==> src/rtl/sfc_pkg.sv <==
package sfc_pkg;

    typedef enum logic [1:0] {
        SFC_RUN        = 2'd0,
        SFC_WAIT_START = 2'd1,
        SFC_WAIT_END   = 2'd2
    } sfc_state_e;

    typedef struct packed {
        sfc_state_e state;
    } sfc_regs_t;

    localparam sfc_regs_t SFC_RESET = '{state: SFC_RUN};

endpackage

==> src/rtl/sfc_cause_merge.sv <==
module sfc_cause_merge (
    input  logic force_freeze_i,
    input  logic los_i,
    input  logic lfa_i,
    input  logic slip_i,
    input  logic ext_access_en_i,
    output logic cause_o
);
    logic slip_eff;

    always_comb begin
        slip_eff = slip_i & ext_access_en_i;
        cause_o  = force_freeze_i | los_i | lfa_i | slip_eff;
    end
endmodule

==> src/rtl/sfc_recovery_fsm.sv <==
module sfc_recovery_fsm
    import sfc_pkg::*;
(
    input  logic clk_i,
    input  logic rst_ni,
    input  logic cause_i,
    input  logic sf_boundary_i,
    output logic frozen_o
);
    sfc_regs_t regs_d, regs_q;

    always_comb begin
        regs_d = regs_q;
        if (cause_i) begin
            regs_d.state = SFC_WAIT_START;
        end else begin
            unique case (regs_q.state)
                SFC_RUN:        regs_d.state = SFC_RUN;
                SFC_WAIT_START: if (sf_boundary_i) regs_d.state = SFC_WAIT_END;
                SFC_WAIT_END:   if (sf_boundary_i) regs_d.state = SFC_RUN;
                default:        regs_d.state = SFC_WAIT_START;
            endcase
        end
        frozen_o = cause_i | (regs_q.state != SFC_RUN);
    end

    always_ff @(posedge clk_i) begin
        if (!rst_ni) regs_q <= SFC_RESET;
        else         regs_q <= regs_d;
    end

    // any cause sends the next state back to the start of the wait
    p_cause_restarts_r8: assert property (@(posedge clk_i) disable iff (!rst_ni)
        cause_i |=> regs_q.state == SFC_WAIT_START);

    // leaving the wait needs a clean boundary in the end phase
    p_release_on_boundary_r7: assert property (@(posedge clk_i) disable iff (!rst_ni)
        (regs_q.state != SFC_RUN && !(regs_q.state == SFC_WAIT_END && sf_boundary_i && !cause_i))
        |=> regs_q.state != SFC_RUN);

    // the start phase only advances on a clean boundary
    p_start_needs_boundary_r7: assert property (@(posedge clk_i) disable iff (!rst_ni)
        (regs_q.state == SFC_WAIT_START && !sf_boundary_i) |=> regs_q.state == SFC_WAIT_START);
endmodule

==> src/rtl/sfc_wr_gate.sv <==
module sfc_wr_gate #(
    parameter int LANES = 2
) (
    input  logic             frozen_i,
    input  logic [LANES-1:0] chan_wr_i,
    output logic [LANES-1:0] buf_wr_en_o
);
    for (genvar g = 0; g < LANES; g++) begin : g_lane
        assign buf_wr_en_o[g] = chan_wr_i[g] & ~frozen_i;
    end
endmodule

==> src/rtl/sig_freeze_ctrl.sv <==
module sig_freeze_ctrl #(
    parameter int LANES = 2
) (
    input  logic             clk_i,
    input  logic             rst_ni,
    input  logic             force_freeze_i,
    input  logic             los_i,
    input  logic             lfa_i,
    input  logic             slip_i,
    input  logic             ext_access_en_i,
    input  logic             sf_boundary_i,
    input  logic [LANES-1:0] chan_wr_i,
    output logic [LANES-1:0] buf_wr_en_o,
    output logic             freeze_pin_o,
    output logic             freeze_stat_o
);
    logic cause;
    logic frozen;

    sfc_cause_merge u_merge (
        .force_freeze_i (force_freeze_i),
        .los_i          (los_i),
        .lfa_i          (lfa_i),
        .slip_i         (slip_i),
        .ext_access_en_i(ext_access_en_i),
        .cause_o        (cause)
    );

    sfc_recovery_fsm u_fsm (
        .clk_i        (clk_i),
        .rst_ni       (rst_ni),
        .cause_i      (cause),
        .sf_boundary_i(sf_boundary_i),
        .frozen_o     (frozen)
    );

    sfc_wr_gate #(.LANES(LANES)) u_gate (
        .frozen_i   (frozen),
        .chan_wr_i  (chan_wr_i),
        .buf_wr_en_o(buf_wr_en_o)
    );

    assign freeze_pin_o  = frozen;
    assign freeze_stat_o = frozen;

    p_force_blocks_r2: assert property (@(posedge clk_i) disable iff (!rst_ni)
        force_freeze_i |-> (freeze_pin_o && buf_wr_en_o == '0));
    p_los_freezes_r3: assert property (@(posedge clk_i) disable iff (!rst_ni)
        los_i |-> freeze_pin_o);
    p_lfa_freezes_r4: assert property (@(posedge clk_i) disable iff (!rst_ni)
        lfa_i |-> freeze_pin_o);
    p_slip_freezes_r5: assert property (@(posedge clk_i) disable iff (!rst_ni)
        (slip_i && ext_access_en_i) |-> freeze_pin_o);
    p_frozen_no_write_r10: assert property (@(posedge clk_i) disable iff (!rst_ni)
        freeze_stat_o |-> buf_wr_en_o == '0);
    p_unfrozen_pass_r10: assert property (@(posedge clk_i) disable iff (!rst_ni)
        !freeze_pin_o |-> buf_wr_en_o == chan_wr_i);
endmodule

==> config.mk <==
export PLATFORM = sky130hd
export DESIGN_NAME = sig_freeze_ctrl
export DESIGN_NICKNAME = d
export VERILOG_FILES = /design/src/rtl/sfc_pkg.sv /design/src/rtl/sfc_cause_merge.sv /design/src/rtl/sfc_recovery_fsm.sv /design/src/rtl/sfc_wr_gate.sv /design/src/rtl/sig_freeze_ctrl.sv
export SDC_FILE = /design/constraint.sdc
export NUM_CORES = 1
export LEC_CHECK = 0
export CAP_MARGIN = 20
export CORE_AREA = 2 2 39 41
export CTS_BUF_LIST = sky130_fd_sc_hd__clkbuf_4
export DETAILED_ROUTE_END_ITERATION = 8
export DIE_AREA = 0 0 41 43
export REMOVE_ABC_BUFFERS = 1
export SYNTH_ARGS = -nofsm -noshare
export SYNTH_HDL_FRONTEND = slang
export SYNTH_SLANG_ARGS = --single-unit
==> constraint.sdc <==
create_clock -name clk_i -period 1.1 [get_ports clk_i]
set_input_delay 0.22 -clock clk_i [delete_from_list [all_inputs] [get_ports clk_i]]
set_output_delay 0.22 -clock clk_i [all_outputs]
set_load 0.05 [all_outputs]
Yosys cells after proc, flatten, opt, wreduce, memory -nomap -nowiden
Index checks and enable logic that the tools add are counted.
Word-level totals
  register bits after elaboration: 2
  bits in latches: 0
  memory bits (writable): 0
  memory bits (read-only): 0
  word-level logic and storage cells: 26
  memories: 0
Operators by class
  add/sub/neg operators: 0
  multipliers: 0
  divide/modulo/power cells: 0
  order comparisons: 0
  equal/unequal tests: 6
  shift operators: 0
  muxes and demuxes: 4
  bitwise gates (word level): 9
  reduce and logical (&&, ||, !) cells: 5
Operator list (number)
  $ne A3 B2 Y1 const B: 2
  $pmux W2 S3: 1
  $mux W2: 2
  $ne A2 B2 Y1 const B: 2
  $or A1 B1 Y1: 4
  $reduce_and A2 Y1: 2
  $and A1 B1 Y1: 3
  $eq A2 B1 Y1 const B: 1
  $eq A2 B2 Y1 const B: 1
  $logic_not A2 Y1: 1
  $not A1 Y1: 2
  $reduce_bool A2 Y1: 1
  $reduce_or A2 Y1: 1
  $mux W1: 1

Longest topological paths before layout
Gate-level depths: netlist of run 1.
  depth after elaboration: 6
  depth in mapped cells: 4

By module
Synthesis of run 1 repeated with hierarchy kept, for this count alone.
Second synthesis, totals
  cell total of the unflattened synthesis: 14
  area, all modules: 125.1 um^2
By module, submodules not included
  sfc_recovery_fsm: times used 1, cells an instance 10, area each 93.8 um^2
  sfc_wr_gate: times used 1, cells an instance 2, area each 12.5 um^2
  sfc_cause_merge: times used 1, cells an instance 1, area each 11.3 um^2
  sig_freeze_ctrl: times used 1, cells an instance 1, area each 7.5 um^2

Least setup slack after synthesis of run 1
OpenSTA, ideal clock, no wires.
  kind: input to output
  start point: input port slip_i
  end point: output port freeze_stat_o
  arrival: 1.299 ns
  data required time: 0.880 ns
  setup slack: -0.419 ns
  cell stages on the path: 4
  buffers on the path: 1
  cell sequence: a2111oi_2 nor3b_2 inv_1 buf_4
On the way
  cells in the longest elaborated chain, start to end: 3
RTL lines
  start: declaration: line sig_freeze_ctrl.sv:9  | input logic slip_i,
  $and A1 B1 Y1: line sfc_cause_merge.sv:12  | slip_eff = slip_i & ext_access_en_i;
  $or A1 B1 Y1: line sfc_cause_merge.sv:13  | cause_o = force_freeze_i | los_i | lfa_i | slip_eff;
  $or A1 B1 Y1: line sfc_recovery_fsm.sv:24  | frozen_o = cause_i | (regs_q.state != SFC_RUN);
  end: declaration: line sig_freeze_ctrl.sv:15  | output logic freeze_stat_o
No other way between the ends.

Worst setup path after layout of run 1
  start point: input port slip_i
  end point: output port buf_wr_en_o[0]
On the way
  cells in the longest elaborated chain, start to end: 5
RTL lines
  $and A1 B1 Y1: line sfc_cause_merge.sv:12
  $or A1 B1 Y1: line sfc_cause_merge.sv:13
  $or A1 B1 Y1: line sfc_recovery_fsm.sv:24
  $not A1 Y1: line sfc_wr_gate.sv:9  | assign buf_wr_en_o[g] = chan_wr_i[g] & ~frozen_i;
  $and A1 B1 Y1: line sfc_wr_gate.sv:9
  end: declaration: line sig_freeze_ctrl.sv:13  | output logic [LANES-1:0] buf_wr_en_o,
No other way between the ends.

==> flow_summary_export.csv, run 1 <==
group,metric,value,unit
run_status,status,"finished with violations",
run_status,failed_checks,"negative setup slack",
floorplan,start_util,10.2,%
sta,clock_skew,0.149,ps
power_and_ir_drop,p_leak,0.142,nW
clock_network,clk_pin_slew,30,ps
floorplan,die_w,41,µm
job,max_cap_viol_count,0,
final_layout,fin_nets,43,
global_route,grt_pass1_vias,187,
synthesis,yosys_warnings,0,
synthesis,ys_ff_latch,2,
clock_network,holdBufCountCts,0,
global_route,grt_max_degree,4,
final_layout,ff_latch_area,40.0,µm²
critical_path,critical_path_required,880,ps
floorplan,core,1380,µm²
route,wl,463,µm
floorplan,num_io_pins,14,
clock_network,cts_tree,"yes",
critical_path,critPathLaunchType,"input port",
sta,max_freq,689,MHz
global_route,grt_usage,7.21,%
clock_network,clock-root-buffer,"clkbuf_4",
final_layout,largest-register,"u_fsm.regs_q",
route,vias,178,
synthesis,synthCells,15,
clock_network,clk_path_buf_depth,2,
sta,min_period,1450,ps
synthesis,synth_seq_area_share,28.3,%
route,wl_per_cell,9.85,µm
final_layout,area_growth,157,%
sta,tns,-1420,ps
clock_network,clkSinkCount,2,
placement,portBuffers,13,
route,drtIter0Drc,1,
final_layout,final_cell_mix,"clkdlybuf4s50_1, buf_6, clkbuf_4",
sta,fin_ws,-351,ps
placement,placedCellCount,44,
worst_hold_path,hold_path.class,"in2reg",
synthesis,avgSynthCellArea,9.43,µm²
synthesis,syn_area,141,µm²
placement,place.gp.congestion,0.567,
global_route,grt_overflow,0,
clock_network,cts_setup_buffers,0,
final_layout,top_regs,"u_fsm.regs_q: 2 flops",
placement,dp_hpwl,336,µm
clock_network,htreeDepth,1,
clock_network,cts_buffers,3,
sta,drv_slew,0,
power_and_ir_drop,pwr_density_cell,873,nW/µm²
sta,setup_viol_count_final,5,
final_layout,multi_input_area,114,µm²
route,ant_nets,0,
sta,post-route-period-util,132,%
clock_network,clk_latency,220,ps
synthesis,synth_area_leader_cell,"dfxtp_1",
synthesis,synth_top_area_share,28.3,%
floorplan,die_h,43,µm
route,drc,0,
sta,relSlewSlack,77.1,%
final_layout,drive_above_1_share,54.8,%
sta,hold_viol_final,0,
route,drtPass1Iterations,2,
power_and_ir_drop,ir_worst_vdd,0.258,mV
critical_path,cp.arrival,1230,ps
final_layout,n_antenna_cell,0,
critical_path,end_kind,"output pin",
sta,tightest_slew,335,ps
placement,place_ws,-810,ps
critical_path,crit_type,"in2out",
synthesis,ys_types,12,
sta,holdWs,275,ps
global_route,grt_pass1_wl,669,µm
floorplan,rows,14,
floorplan,dieArea,1760,µm²
synthesis,synthTopCellsByArea,"dfxtp_1, a2111oi_2, and2_1",
final_layout,fillers,150,
final_layout,largest_reg_flops,2,
global_route,antenna_found_initial,0,
critical_path,crit_fanout,3,
route,routed_via_density,3.79,
final_layout,instances_no_fill,47,
sta,rsz0062_at_grt,"true",
## logic make-up after synthesis
family	synth area share (%)
AND/OR/NAND/NOR	34.5
AO/OA/AOI/OAI	22.1
flip-flops	28.3
buffers and inverters	7.96
multiplexers	7.08
## critical path, cell delays in order
cell,delay [ps]
buf_8,100
a2111oi_4,340
nor3b_4,260
and2_4,180
buf_12,130
## metrics by stage
stage          cell area, µm²  utilization, %  power, mW
4_1_cts                   353            25.5      0.325
5_1_grt                   363            26.2      0.335
3_5_place_dp              307            22.2      0.151
6_report                  363            26.2      0.317
3_3_place_gp              307            22.2      0.150
2_1_floorplan             134               -      0.101
## power by group
part           leakage (nW)  switching, mW  total, mW  internal [mW]
logic                 0.112         0.0319     0.0812         0.0492
registers            0.0165        0.00281     0.0788         0.0760
clock network        0.0138         0.0371      0.157          0.120
total                 0.142         0.0718      0.317          0.245
## timing repair
| action | in CTS | in global routing |
|---|---|---|
| cloned | 0 | 0 |
| pin swaps | 3 | 3 |
| endpoints found under the setup margin | 6 | 5 |
| resized for setup | 26 | 3 |
## layout make-up
type / instances / area share [%]
Tap cell: 16 / 5.52
Clock buffer: 3 / 6.21
Timing Repair Buffer: 14 / 44.8
Sequential cell: 2 / 11.0
Inverter: 1 / 1.03
Multi-Input combinational cell: 11 / 31.4
## per-layer routing
metal  wire (µm)  up-vias  GRT usage, %
li1            -       85             -
met1         102       81          3.50
met2         279       10          10.3
met3          58        2          3.66
met4          22        0          14.0
met5           0        -             0
## Yosys cell counts, drive strengths merged
| cell | instances |
|---|---|
| dfxtp | 2 |
| buf | 1 |
| a21boi | 1 |
| nand2b | 2 |
| and3 | 1 |
| nor3b | 1 |
| inv | 1 |
| a2111oi | 2 |
| nand2 | 1 |
| and2 | 2 |
| mux2i | 1 |
## final timing paths
check        depth (start not counted)                            to  slack, ps                          from
max                                  5                buf_wr_en_o[0]       -350                        slip_i
min                                  3  u_fsm.regs_q[0]$_SDFFE_PN0P_        280               ext_access_en_i
max reg2reg                          3  u_fsm.regs_q[0]$_SDFFE_PN0P_        -60  u_fsm.regs_q[1]$_SDFFE_PP0P_
min reg2reg                          3  u_fsm.regs_q[1]$_SDFFE_PP0P_        700  u_fsm.regs_q[1]$_SDFFE_PP0P_
Power figures use the tool's default switching activity.
==> run 2, diff against run 1 <==
==> constraint.sdc (replaced) <==
create_clock -name clk_i -period 1.1 [get_ports clk_i]
set_input_delay 0.275 -clock clk_i [delete_from_list [all_inputs] [get_ports clk_i]]
set_output_delay 0.275 -clock clk_i [all_outputs]
set_load 0.05 [all_outputs]
==> run 2 against run 1 <==
Effect of this change:
- the flow still finishes with violations (negative setup slack)
- combinational power fell by 2%
- first-iteration DRC count unchanged
- via count decreased by 2.2%
- sequential cell count stayed put
- power up 0.34%
- worst hold slack improved by 49 ps
- non-clock buffer count stayed put
- critical path type unchanged
- critical endpoint unchanged
- largest cell class unchanged
- highest routed layer unchanged
==> flow_summary_export.csv, run 2 (same netlist as run 1, synthesis figures left out) <==
group,metric,value,unit
run_status,status,"finished with violations",
run_status,failed_checks,"negative setup slack",
sta,hold_viol_final,0,
placement,place.gp.congestion,0.569,
floorplan,rows,14,
route,drtIter0Drc,1,
final_layout,final_cell_mix,"buf_6, clkbuf_4, clkdlybuf4s50_1",
clock_network,clock-root-buffer,"clkbuf_4",
clock_network,htreeDepth,1,
sta,post-route-period-util,143,%
route,wl_per_cell,9.83,µm
route,routed_via_density,3.70,
placement,portBuffers,13,
critical_path,critPathLaunchType,"input port",
clock_network,cts_tree,"yes",
final_layout,fin_nets,43,
sta,tns,-1780,ps
floorplan,start_util,10.2,%
global_route,antenna_found_initial,0,
final_layout,area_growth,156,%
floorplan,die_h,43,µm
sta,holdWs,324,ps
worst_hold_path,hp-start,"ext_access_en_i",
global_route,grt_pass1_vias,190,
floorplan,dieArea,1760,µm²
clock_network,holdBufCountCts,0,
sta,drv_slew,0,
global_route,grt_usage,7.51,%
final_layout,drive_above_1_share,54.8,%
clock_network,cts_setup_buffers,0,
final_layout,layout_commonest_cell,"buf_6",
sta,clock_skew,2.08,ps
route,wl,462,µm
clock_network,clk_pin_slew,30,ps
critical_path,cp.arrival,1300,ps
route,vias,174,
route,drtPass1Iterations,2,
clock_network,cts_buffers,3,
sta,max_freq,637,MHz
critical_path,crit_type,"in2out",
final_layout,top_regs,"u_fsm.regs_q: 2 flops",
floorplan,die_w,41,µm
clock_network,clkSinkCount,2,
clock_network,clk_latency,220,ps
critical_path,reg2reg_to,"u_fsm.regs_q[0]$_SDFFE_PN0P_",
critical_path,critical_path_required,820,ps
final_layout,largest_reg_flops,2,
final_layout,largest-register,"u_fsm.regs_q",
floorplan,num_io_pins,14,
critical_path,end_kind,"output pin",
final_layout,fillers,151,
sta,rsz0062_at_grt,"true",
critical_path,crit_fanout,3,
critical_path,worst_r2r_startpoint,"u_fsm.regs_q[1]$_SDFFE_PP0P_",
sta,setup_viol_count_final,4,
global_route,grt_max_degree,4,
critical_path,crit_start,"slip_i",
sta,min_period,1570,ps
critical_path,reg2reg_depth,3,
critical_path,regToRegSetupSlack,20,ps
power_and_ir_drop,pwr_density_cell,879,nW/µm²
power_and_ir_drop,p_leak,0.144,nW
floorplan,core,1380,µm²
final_layout,final_util,26.1,%
global_route,grt_pass1_wl,683,µm
critical_path,endpoint,"buf_wr_en_o[0]",
job,max_cap_viol_count,0,
route,drc,0,
clock_network,clk_path_buf_depth,2,
route,ant_nets,0,
sta,relSlewSlack,79.6,%
sta,fin_ws,-470,ps
global_route,grt_overflow,0,
final_layout,n_antenna_cell,0,
worst_hold_path,hold_path.class,"in2reg",
power_and_ir_drop,ir_worst_vdd,0.223,mV
sta,tightest_slew,299,ps
run 2: layout make-up:
class | instances | area, µm² | area share [%]
clock buffers | 3 | 22.5 | 6.23
inverters | 1 | 3.75 | 1.04
multi-input cells | 11 | 114 | 31.5
flip-flops and latches | 2 | 40.0 | 11.1
well taps | 16 | 20.0 | 5.54
repair buffers | 14 | 161 | 44.6
run 2: per-stage QoR:
| stage | area (µm²) | std cells | power [mW] | setup WS (ps) |
|---|---|---|---|---|
| 2_1_floorplan | 134 | 14 | 0.101 | -468 |
| 3_3_place_gp | 307 | 44 | 0.150 | -917 |
| 3_5_place_dp | 307 | 44 | 0.151 | -923 |
| 4_1_cts | 352 | 47 | 0.326 | -487 |
| 5_1_grt | 362 | 47 | 0.339 | -540 |
| 6_report | 362 | 47 | 0.318 | -470 |
run 2: worst max-delay path, stage by stage:
cell and delay, ps:
buf_8 100, a2111oi_4 340, nor3b_4 270, and2_4 180, buf_12 130
run 2: worst min-delay path by stage:
stage	cells past startpoint	slack, ps	endpoint
floorplan	2	420	u_fsm.regs_q[0]$_SDFFE_PN0P_
global placement	3	680	u_fsm.regs_q[1]$_SDFFE_PP0P_
detailed placement	3	680	u_fsm.regs_q[1]$_SDFFE_PP0P_
CTS	3	310	u_fsm.regs_q[0]$_SDFFE_PN0P_
global route	3	330	u_fsm.regs_q[0]$_SDFFE_PN0P_
finish	3	320	u_fsm.regs_q[0]$_SDFFE_PN0P_
run 2: where the power goes:
part	switching, mW	internal [mW]
Clock	0.0395	0.120
Combinational	0.0317	0.0479
Sequential	0.00281	0.0760
run 2: repair_timing:
action                     CTS  global route
resized for setup           28             3
setup endpoints to repair    6             5
pin swaps                    5             3
run 2: routing by layer:
layer  up-vias  global-route usage (%)  wire length [µm]
met5         -                       0                 0
met4         0                    16.0                22
met3         2                    3.66                49
met2        10                    10.3               284
met1        77                    3.50               106
li1         85                       -                 -
==> run 3, diff against run 2 <==
--- a/config.mk
+++ b/config.mk
@@ -10,6 +10,7 @@
 export CTS_BUF_LIST = sky130_fd_sc_hd__clkbuf_4
 export DETAILED_ROUTE_END_ITERATION = 8
 export DIE_AREA = 0 0 41 43
+export PLACE_DENSITY_LB_ADDON = 0.2
 export REMOVE_ABC_BUFFERS = 1
 export SYNTH_ARGS = -nofsm -noshare
 export SYNTH_HDL_FRONTEND = slang
==> run 3 against run 2 <==
Effect of this change:
- non-clock buffer count rose by 1
- clock-buffer cell count stayed put
- global-route usage up 0.30 points
- sequential cell count did not move
- first-iteration DRC count unchanged
- worst setup slack gained 2.2 ps
- maximum frequency grew 0.14%
- register-to-register slack about the same
- the flow still finishes with violations (negative setup slack)
- clock power barely moved
- largest power group unchanged
- wire length is 7.6% higher
- via count up 3.4%
- core utilization is 0.27 points higher
==> flow_summary_export.csv, run 3 (same netlist as run 1, synthesis figures left out) <==
group,metric,value,unit
worst_hold_path,hp-start,"slip_i",
placement,place_area,307,µm²
power_and_ir_drop,pwr_density_cell,878,nW/µm²
worst_hold_path,min_to,"u_fsm.regs_q[0]$_SDFFE_PN0P_",
critical_path,cp.arrival,1290,ps
critical_path,path_cells,"buf_8 -> a2111oi_4 -> nor3b_4 -> and2_4 -> buf_12",
final_layout,fin_nets,44,
clock_network,clk_latency,220,ps
sta,max_freq,638,MHz
sta,drv_slew,0,
floorplan,rows,14,
route,wl,497,µm
final_layout,drive_above_1_share,59.4,%
final_layout,instances_no_fill,48,
route,drtPass1Iterations,5,
clock_network,htreeDepth,1,
floorplan,core,1380,µm²
clock_network,clkSinkCount,2,
final_layout,largest-register,"u_fsm.regs_q",
placement,place_ws,-915,ps
worst_hold_path,worstHoldPathCells,3,
global_route,antenna_found_initial,0,
critical_path,end_kind,"output pin",
route,routed_via_density,3.75,
global_route,gr-usage-met1,5.10,%
global_route,use_met3,3.14,%
global_route,grt.met2_usage,13.8,%
sta,hold_viol_final,0,
critical_path,crit_start,"ext_access_en_i",
critical_path,critPathLaunchType,"input port",
clock_network,clk_pin_slew,30,ps
sta,tightest_slew,283,ps
global_route,grt_pass1_wl,834,µm
critical_path,slowest_stage,"a2111oi_4",
critical_path,reg2reg_depth,3,
global_route,grt_max_degree,4,
sta,fin_ws,-468,ps
final_layout,top_regs,"u_fsm.regs_q: 2 flops",
floorplan,die_h,43,µm
floorplan,start_util,10.2,%
route,ant_nets,0,
final_layout,final_area,365,µm²
global_route,grt_pass1_vias,212,
floorplan,die_w,41,µm
critical_path,critical_path_required,820,ps
final_layout,final_util,26.4,%
run_status,status,"finished with violations",
route,vias,180,
placement,portBuffers,13,
worst_hold_path,hold_path.class,"in2reg",
clock_network,cts_buffers,3,
sta,rsz0062_at_grt,"true",
global_route,top_usage_layer,"met2",
placement,place.gp.congestion,0.606,
floorplan,dieArea,1760,µm²
power_and_ir_drop,p_leak,0.148,nW
final_layout,n_antenna_cell,0,
sta,setup_viol_count_final,4,
final_layout,layout_commonest_cell,"buf_6",
sta,holdWs,361,ps
final_layout,area_growth,158,%
power_and_ir_drop,ir_worst_vdd,0.265,mV
clock_network,cts_tree,"yes",
sta,min_period,1570,ps
final_layout,largest_reg_flops,2,
sta,relSlewSlack,81.1,%
final_layout,final_cell_mix,"buf_6, clkbuf_4, clkdlybuf4s50_1",
run_status,failed_checks,"negative setup slack",
critical_path,reg2reg_to,"u_fsm.regs_q[0]$_SDFFE_PN0P_",
sta,clock_skew,4.43,ps
job,max_cap_viol_count,0,
route,wl_per_cell,10.4,µm
sta,post-route-period-util,143,%
route,drc,0,
route,drtIter0Drc,1,
floorplan,num_io_pins,14,
global_route,grt_overflow,0,
critical_path,crit_fanout,3,
critical_path,cpPeakStageDelay,340,ps
critical_path,worst_r2r_startpoint,"u_fsm.regs_q[0]$_SDFFE_PN0P_",
critical_path,regToRegSetupSlack,20,ps
critical_path,crit_type,"in2out",
global_route,grt_usage,7.81,%
placement,placedCellCount,44,
clock_network,clk_path_buf_depth,2,
clock_network,clock-root-buffer,"clkbuf_4",
## run 3: cell count changes in the layout (fill, tap and decap cells not counted), sizes merged
cell and change:
clkdlybuf4s15 -1, buf +2
## run 3: how the worst max path moves through the flow
stage	endpoint	slack (ps)	cells past startpoint
global placement	buf_wr_en_o[0]	-880	5
CTS	buf_wr_en_o[0]	-470	5
finish	buf_wr_en_o[0]	-470	5
detailed placement	buf_wr_en_o[0]	-920	5
floorplan	buf_wr_en_o[0]	-470	3
global route	buf_wr_en_o[0]	-570	5
## run 3: per-stage QoR
step	total power [mW]	setup TNS [ps]
3_5_place_dp	0.151	-4120
6_report	0.321	-1770
2_1_floorplan	0.101	-1760
5_1_grt	0.353	-2310
3_3_place_gp	0.151	-4050
4_1_cts	0.328	-1780
## run 3: routing by layer
layer | wire length [µm] | up-vias
li1 | - | 88
met1 | 138 | 82
met2 | 292 | 10
met3 | 66 | 0
met4 | 0 | 0
met5 | 0 | -
## run 3: what timing repair did
action / in CTS / in global routing
resized for setup: 28 / 6
hold buffers: 0 / 0
setup buffers: 0 / 1
endpoints found under the hold margin: 0 / 0
pin swaps: 5 / 2
setup endpoints to repair: 6 / 5
## run 3: layout make-up
type,count,area (µm²)
well taps,16,20.0
inverters,1,3.75
clock buffers,3,22.5
repair buffers,15,164
multi-input cells,11,115
flip-flops and latches,2,40.0
fillers,150,1020
## run 3: worst max-delay path: cells and delay by family
family          cells  cell delay [ps]
simple gates        2              440
buf+inv             2              230
compound gates      1              340
## run 3: power breakdown
group	switching (mW)	internal (mW)
Sequential	0.00275	0.0759
Clock	0.0394	0.120
Combinational	0.0331	0.0495
Total	0.0752	0.246
